### src/rtl/hv_irq_pkg.sv
package hv_irq_pkg;
  typedef enum logic [1:0] {
    PRIV_USER  = 2'd0,
    PRIV_SUPER = 2'd1,
    PRIV_RSVD  = 2'd2,
    PRIV_MACH  = 2'd3
  } priv_e;

  typedef struct packed {
    logic m_on;
    logic hs_on;
    logic vs_on;
  } dom_en_t;
endpackage

### src/rtl/hv_irq_domain_en.sv
module hv_irq_domain_en
  import hv_irq_pkg::*;
(
  input  logic [1:0] priv_i,
  input  logic       virt_i,
  input  logic       mie_bit_i,
  input  logic       sie_bit_i,
  output dom_en_t    dom_o
);
  logic s_level_on;
  priv_e p;

  always_comb begin
    p          = priv_e'(priv_i);
    dom_o.m_on = (p != PRIV_MACH) || mie_bit_i;
    s_level_on = (p == PRIV_USER) || ((p == PRIV_SUPER) && sie_bit_i);
    dom_o.hs_on = virt_i || s_level_on;
    dom_o.vs_on = virt_i && s_level_on;
  end

  // the virtual domain can only be open when the hypervisor domain is
  always_comb begin
    assert_vs_needs_hs_R5: assert (!dom_o.vs_on || dom_o.hs_on);
  end
endmodule

### src/rtl/hv_irq_qualify.sv
module hv_irq_qualify
  import hv_irq_pkg::*;
#(
  parameter int NUM_IRQ = 16
) (
  input  logic [NUM_IRQ-1:0] live_i,
  input  logic [NUM_IRQ-1:0] mdel_eff_i,
  input  logic [NUM_IRQ-1:0] hdel_i,
  input  logic [NUM_IRQ-1:0] guest_i,
  input  dom_en_t            dom_i,
  output logic [NUM_IRQ-1:0] qual_o
);
  genvar b;
  generate
    for (b = 0; b < NUM_IRQ; b++) begin : g_bit
      logic to_m, to_hs, to_vs;
      always_comb begin
        to_m  = !mdel_eff_i[b];
        to_hs = mdel_eff_i[b] && !hdel_i[b];
        to_vs = mdel_eff_i[b] && hdel_i[b];
        qual_o[b] = live_i[b] &&
                    ((to_m && dom_i.m_on) ||
                     (to_hs && dom_i.hs_on) ||
                     (to_vs && dom_i.vs_on));
      end
      // a guest bit never qualifies through the machine domain
      always_comb begin
        assert_guest_not_m_R6: assert (!(guest_i[b] && to_m));
      end
    end
  endgenerate
endmodule

### src/rtl/hv_irq_lowest.sv
module hv_irq_lowest #(
  parameter int NUM_IRQ = 16,
  localparam int IDX_W = (NUM_IRQ > 1) ? $clog2(NUM_IRQ) : 1
) (
  input  logic [NUM_IRQ-1:0] req_i,
  output logic               found_o,
  output logic [IDX_W-1:0]   idx_o
);
  always_comb begin
    found_o = 1'b0;
    idx_o   = '0;
    for (int i = NUM_IRQ - 1; i >= 0; i--) begin
      if (req_i[i]) begin
        found_o = 1'b1;
        idx_o   = IDX_W'(i);
      end
    end
  end

  // no request below the chosen index is left pending
  always_comb begin
    for (int j = 0; j < NUM_IRQ; j++) begin
      assert_lowest_wins_R7: assert (!(found_o && (j < int'(idx_o)) && req_i[j]));
    end
  end
endmodule

### src/rtl/hv_irq_select.sv
module hv_irq_select
  import hv_irq_pkg::*;
#(
  parameter int NUM_IRQ = 16,
  localparam int IDX_W = (NUM_IRQ > 1) ? $clog2(NUM_IRQ) : 1
) (
  input  logic               clk,
  input  logic               rst,
  input  logic [NUM_IRQ-1:0] pend_i,
  input  logic [NUM_IRQ-1:0] en_i,
  input  logic [NUM_IRQ-1:0] mdeleg_i,
  input  logic [NUM_IRQ-1:0] hdeleg_i,
  input  logic [1:0]         priv_i,
  input  logic               virt_i,
  input  logic               mie_bit_i,
  input  logic               sie_bit_i,
  output logic               take_o,
  output logic [IDX_W-1:0]   cause_o
);
  logic [NUM_IRQ-1:0] guest_mask;
  logic [NUM_IRQ-1:0] mdel_eff;
  logic [NUM_IRQ-1:0] live;
  logic [NUM_IRQ-1:0] qual;
  dom_en_t            dom;
  logic               found;
  logic [IDX_W-1:0]   idx;

  genvar g;
  generate
    for (g = 0; g < NUM_IRQ; g++) begin : g_guest
      assign guest_mask[g] = (g == 2) || (g == 6) || (g == 10);
    end
  endgenerate

  assign mdel_eff = mdeleg_i | guest_mask;
  assign live     = pend_i & en_i;

  hv_irq_domain_en u_dom (
    .priv_i    (priv_i),
    .virt_i    (virt_i),
    .mie_bit_i (mie_bit_i),
    .sie_bit_i (sie_bit_i),
    .dom_o     (dom)
  );

  hv_irq_qualify #(.NUM_IRQ(NUM_IRQ)) u_qual (
    .live_i     (live),
    .mdel_eff_i (mdel_eff),
    .hdel_i     (hdeleg_i),
    .guest_i    (guest_mask),
    .dom_i      (dom),
    .qual_o     (qual)
  );

  hv_irq_lowest #(.NUM_IRQ(NUM_IRQ)) u_pick (
    .req_i   (qual),
    .found_o (found),
    .idx_o   (idx)
  );

  always_ff @(posedge clk) begin
    if (rst) begin
      take_o  <= 1'b0;
      cause_o <= '0;
    end else begin
      take_o  <= found;
      cause_o <= found ? idx : '0;
    end
  end

  // a taken cause was pending and enabled in the sampled cycle
  assert_take_was_live_R2: assert property (@(posedge clk) disable iff (rst)
    take_o |-> (($past(pend_i & en_i) >> cause_o) & 1) != 0);

  // idle output carries cause zero
  assert_idle_cause_R8: assert property (@(posedge clk) disable iff (rst)
    !take_o |-> cause_o == '0);
endmodule

### config.mk
export PLATFORM = sky130hd
export DESIGN_NAME = hv_irq_select
export DESIGN_NICKNAME = d
export VERILOG_FILES = /design/src/rtl/hv_irq_pkg.sv /design/src/rtl/hv_irq_domain_en.sv /design/src/rtl/hv_irq_qualify.sv /design/src/rtl/hv_irq_lowest.sv /design/src/rtl/hv_irq_select.sv
export SDC_FILE = /design/constraint.sdc
export NUM_CORES = 1
export LEC_CHECK = 0
export CELL_PAD_IN_SITES_DETAIL_PLACEMENT = 1
export CELL_PAD_IN_SITES_GLOBAL_PLACEMENT = 2
export CORE_MARGIN = 2
export CORE_UTILIZATION = 15
export DETAILED_ROUTE_END_ITERATION = 6
export GPL_ROUTABILITY_DRIVEN = 1
export PLACE_DENSITY_LB_ADDON = 0.15
export SLEW_MARGIN = 20
export SYNTH_ARGS = -nofsm -noshare
export SYNTH_HDL_FRONTEND = slang
export SYNTH_HIERARCHICAL = 1
export SYNTH_SLANG_ARGS = --single-unit
### constraint.sdc
create_clock -name clk -period 6.8 [get_ports clk]
set_clock_uncertainty 0.15 [all_clocks]
set_input_delay 1.7 -clock clk [delete_from_list [all_inputs] [get_ports clk]]
set_output_delay 1.7 -clock clk [all_outputs]
set_load 0.005 [all_outputs]
==> results of run 1 <==
-- worst min-delay path by stage --
| stage | startpoint | endpoint | slack [ns] |
|---|---|---|---|
| floorplan | rst | take_o | 1.62 |
| global placement | rst | take_o | 2.17 |
| detailed placement | rst | take_o | 2.18 |
| CTS | rst | take_o | 1.96 |
| global route | rst | take_o | 1.98 |
| finish | rst | take_o | 1.96 |
-- final cells by class --
type                    count  area [µm²]
repair buffers             74         736
clock buffers               4        45.0
multi-input cells         109         693
fillers                   623        3500
well taps                  70        87.6
flip-flops and latches      5         100
inverters                   3        11.3
-- sequential cells by signal, summed over array words and instances (netlist names) --
name,count
cause_o,4
take_o,1
-- metal layers --
| metal | vias to the layer above | part of all wire (%) | track usage [%] |
|---|---|---|---|
| li1 | 571 | - | - |
| met1 | 509 | 40 | 12.5 |
| met2 | 37 | 53 | 22.2 |
| met3 | 0 | 7.0 | 2.56 |
| met4 | 0 | 0 | 2.14 |
| met5 | - | 0 | 0 |
-- layout by cell type, fill, tap and decap left out --
| cell type | instances |
|---|---|
| a21oi_1 | 20 |
| a31oi_1 | 1 |
| and2_1 | 16 |
| and3_1 | 1 |
| and3b_1 | 4 |
| buf_4 | 2 |
| clkbuf_1 | 1 |
| clkbuf_8 | 3 |
| clkdlybuf4s50_1 | 72 |
| conb_1 | 6 |
| dfxtp_1 | 5 |
| inv_1 | 3 |
| mux2i_1 | 16 |
| nand2_1 | 5 |
| nand3_1 | 1 |
| nand3b_1 | 1 |
| nand4_1 | 1 |
| nor2_1 | 7 |
| nor2b_1 | 2 |
| nor2b_4 | 1 |
| nor3_1 | 2 |
| nor3b_1 | 1 |
| nor3b_2 | 1 |
| nor4_2 | 2 |
| o21ai_0 | 17 |
| o21bai_1 | 1 |
| o22ai_1 | 1 |
| o311a_2 | 1 |
| o31ai_1 | 1 |
-- power by group through the flow --
stage          Sequential [mW]  Clock (mW)  Combinational [mW]
6_report                0.0332      0.0533              0.0907
5_1_grt                 0.0334      0.0586               0.102
4_1_cts                 0.0333      0.0549              0.0925
3_5_place_dp            0.0337           0              0.0920
3_3_place_gp            0.0337           0              0.0902
2_1_floorplan           0.0341           0              0.0372
==> summary.txt, run 1 <==
Setup path
  • Kind of critical path: in2reg
  • CP peak stage delay: 0.52 ns
  • Type of origin of the critical path: input pin
  • Bufs and invs on worst path: 1
  • Delay-heaviest family, CP: simple AND/OR/NAND/NOR gates
  • Critical Path Stages: 8
  • Crit. Startpoint: priv_i[1]
  • CP endpoint kind: register
  • Worst-path maximum fanout: 16
  • CP required: 6.76 ns
  • Worst path cell trace: clkdlybuf4s50_1, nand3b_1, o21ai_0, a21oi_1, nor4_2, and3_1, nand4_1, and3b_1
  • Critical Path AT: 4.08 ns
  • Crit-path slowest cell: clkdlybuf4s50_1
  • CP endpoint: cause_o[1]

Finish
  • Nets: 267
  • Design area: 1670 µm²
  • Share of cells above drive strength 1: 5.13%
  • Fin util: 32.3%
  • Synthesis-to-finish area growth: 106%
  • Post-route insts no fill: 265
  • Antenna cells: 0

Detailed routing
  • Residual DRC count: 0
  • WL/cell: 12.5 µm
  • DRT iter0 DRCs: 6
  • Routed wire length: 3320 µm
  • Vias/cell: 4.22
  • Vias: 1117
  • ANT nets after route: 0
  • DRT Pass-1 Iters: 3

Placement
  • Cells after DPL: 261
  • Gpl congestion: 0.734
  • PortBufs: 72
  • Placed Area: 1630 µm²
  • DP Worst Slack: 2.37 ns
  • Dpl hpwl: 2790 µm

STA
  • Final Max Slew Viols: 0
  • Finish-stage setup viols: 0
  • Worst setup margin: 2.68 ns
  • RSZ-0062 raised after global routing: false
  • Slew margin rel.: 58.8%
  • Setup TNS: 0 ns
  • Crit path time final: 4.12 ns
  • Measured slew at the worst slew-check pin: 0.616 ns
  • Minimum hold slack: 1.96 ns
  • Period utilisation layout: 60.6%
  • Final hold vios: 0
  • F_max: 0.243 GHz

Global routing
  • Pin count of the biggest net entering global routing: 17
  • First-pass GRT wire length: 5750 µm
  • GRT overflow: 0
  • Overall global routing resource usage: 11.4%
  • Number of global-route vias before repair: 1263
  • Initial antenna violation count: 0

Run
  • MaxCap Viol Count: 0

Power
  • Seq pwr share: 18.7%
  • Combinational power share: 51.2%
  • P_int: 0.131 mW
  • Psw: 0.0460 mW
  • Pwr/cell area: 106 nW/µm²
  • Total power: 0.177 mW
  • Sw frac: 26.0%
  • Leak: 0.667 nW
  • Peak supply drop: 0.0459 mV
  • Clock Power Share: 30.1%

Floorplan
  • Die area: 6030 µm²
  • Starting density of the core: 15.7%
  • Core area: 5170 µm²
  • Num rows: 26
  • # IOs: 76
  • DIE HEIGHT: 77.6 µm
  • Die X: 77.6 µm

Clock tree
  • Number of hold buffers added after CTS: 0
  • H-Tree Depth: 1
  • CTS tree: built
  • TritonCTS buffer count: 3
  • Clock Pin Slew Worst Setup and Hold Paths: 0.03 ns
  • TritonCTS Sinks: 5
  • Clock root cell: clkbuf_8
  • Post-CTS Setup Bufs: 0
  • Post-CTS Resized: 0
  • Clk buf depth: 2

Synthesis
  • Avg Inst Size Synth: 7.07 µm²
  • Post-Syn Area: 813 µm²
  • Yosys warnings: 6
  • Post-synthesis instance total: 115

Hold path
  • Worst hold path class: in2reg
  • Hold Crit Depth: 2

Run status
  • Outcome: completed
(Power assumes the default switching activity.)
==> run 2: changes to the inputs <==
--- a/config.mk
+++ b/config.mk
@@ -8,7 +8,7 @@
 export CELL_PAD_IN_SITES_DETAIL_PLACEMENT = 1
 export CELL_PAD_IN_SITES_GLOBAL_PLACEMENT = 2
 export CORE_MARGIN = 2
-export CORE_UTILIZATION = 15
+export CORE_UTILIZATION = 12
 export DETAILED_ROUTE_END_ITERATION = 6
 export GPL_ROUTABILITY_DRIVEN = 1
 export PLACE_DENSITY_LB_ADDON = 0.15
==> constraint.sdc (replaced) <==
create_clock -name clk -period 3.7 [get_ports clk]
set_clock_uncertainty 0.15 [all_clocks]
set_input_delay 0.925 -clock clk [delete_from_list [all_inputs] [get_ports clk]]
set_output_delay 0.925 -clock clk [all_outputs]
set_load 0.005 [all_outputs]
==> summary.txt, run 2 (synthesized netlist as in run 1, its figures left out) <==
Global routing
  • Initial antenna violation count: 0
  • Met2 layer usage reported by global route: 17.8%
  • First-pass GRT wire length: 5720 µm
  • Gr busiest metal: met2
  • GRT overflow: 0
  • Number of global-route vias before repair: 1292
  • Pin count of the biggest net entering global routing: 17
  • Met1 Use GR: 10.6%
  • Overall global routing resource usage: 9.31%
  • Met3 GRT Util: 1.62%

Clock tree
  • Clock Pin Slew Worst Setup and Hold Paths: 0.03 ns
  • Number of hold buffers added after CTS: 0
  • TritonCTS buffer count: 3
  • H-Tree Depth: 1
  • TritonCTS Sinks: 5
  • Post-CTS Setup Bufs: 0
  • Post-CTS Resized: 0
  • Clock root cell: clkbuf_8
  • CTS tree: built
  • Clk buf depth: 2

Finish
  • Biggest regs: cause_o: 4 flops, take_o: 1 flops
  • Post-route insts no fill: 277
  • Top reg by flops: cause_o
  • Share of cells above drive strength 1: 6.09%
  • Nets: 269
  • Most frequent cells in the layout: clkdlybuf4s50_1 (72), a21oi_1 (20), o21ai_0 (17), and2_1 (16), mux2i_1 (16)
  • Fin util: 25.4%
  • Max FFs per register: 4
  • Most common cell after layout, fill and taps aside: clkdlybuf4s50_1
  • Antenna cells: 0
  • Synthesis-to-finish area growth: 109%

Setup path
  • CP required: 3.66 ns
  • Worst-path maximum fanout: 10
  • Type of origin of the critical path: input pin
  • Crit-path slowest cell: clkdlybuf4s50_1
  • Bufs and invs on worst path: 2
  • Worst path cell trace: clkdlybuf4s50_1, nand3b_1, buf_4, o21ai_0, a21oi_1, nor4_2, and3_1, nand4_1, and3b_1
  • Delay-heaviest family, CP: simple AND/OR/NAND/NOR gates
  • CP peak stage delay: 0.51 ns
  • Critical Path AT: 3.10 ns
  • Kind of critical path: in2reg
  • CP endpoint kind: register

Detailed routing
  • DRT Pass-1 Iters: 4
  • Routed wire length: 3360 µm
  • DRT iter0 DRCs: 27
  • Vias: 1107
  • Vias/cell: 4.00
  • ANT nets after route: 0
  • WL/cell: 12.1 µm
  • Residual DRC count: 0

STA
  • Final Max Slew Viols: 0
  • Crit path time final: 3.14 ns
  • Setup TNS: 0 ns
  • RSZ-0062 raised after global routing: false
  • Final hold vios: 0
  • Worst setup margin: 0.560 ns
  • Finish-stage setup viols: 0
  • Period utilisation layout: 84.9%
  • F_max: 0.319 GHz

Floorplan
  • Num rows: 30
  • Core area: 6680 µm²
  • DIE HEIGHT: 86.3 µm
  • Die X: 86.3 µm
  • Die area: 7450 µm²
  • Starting density of the core: 12.2%
  • # IOs: 76

Placement
  • DP Worst Slack: 0.276 ns
  • Cells after DPL: 273
  • PortBufs: 72
  • Dpl hpwl: 2920 µm
  • Gpl congestion: 0.718

Hold path
  • Hold Path Sink: take_o
  • Hold path startpoint: rst
  • Hold Crit Depth: 2
  • Worst hold path class: in2reg

Run status
  • Outcome: completed

Power
  • Peak supply drop: 0.0564 mV
  • Leak: 0.677 nW
  • Total power: 0.330 mW
  • Pwr/cell area: 194 nW/µm²

Run
  • MaxCap Viol Count: 0
[run 2: changes by cell type in the layout (fill, tap and decap cells not counted)]
cell   delta
buf_4     +2
[run 2: worst max path at each step]
stage	from	end	slack [ns]	depth (start not counted)
floorplan	priv_i[0]	cause_o[0]	0.98	10
global route	priv_i[1]	cause_o[1]	0.32	10
finish	priv_i[1]	cause_o[1]	0.56	9
global placement	priv_i[1]	cause_o[2]	0.30	9
detailed placement	priv_i[1]	cause_o[1]	0.28	9
CTS	priv_i[1]	cause_o[1]	0.49	9
[run 2: per-layer routing]
layer,share of wire (%),wire length (µm)
met5,0,0
met4,0.51,17
met3,7.6,254
met2,51,1710
met1,41,1380
[run 2: cell type report]
cell class                 count  area [µm²]
multi-input combinational    109         693
sequential                     5         100
tap                           80         100
inverter                       3        11.3
fill                         804        4980
timing repair buffer          76         751
clock buffer                   4        45.0
[run 2: metrics by stage]
stage	hold slack [ns]	area (µm²)
6_report	1.21	1700
5_1_grt	1.23	1700
4_1_cts	1.18	1700
3_5_place_dp	1.40	1660
3_3_place_gp	1.39	1660
2_1_floorplan	0.847	832
[run 2: report_power, final]
group / internal, mW / switching, mW
Sequential: 0.0597 / 0.00126
Combinational: 0.109 / 0.0603
Clock: 0.0739 / 0.0257
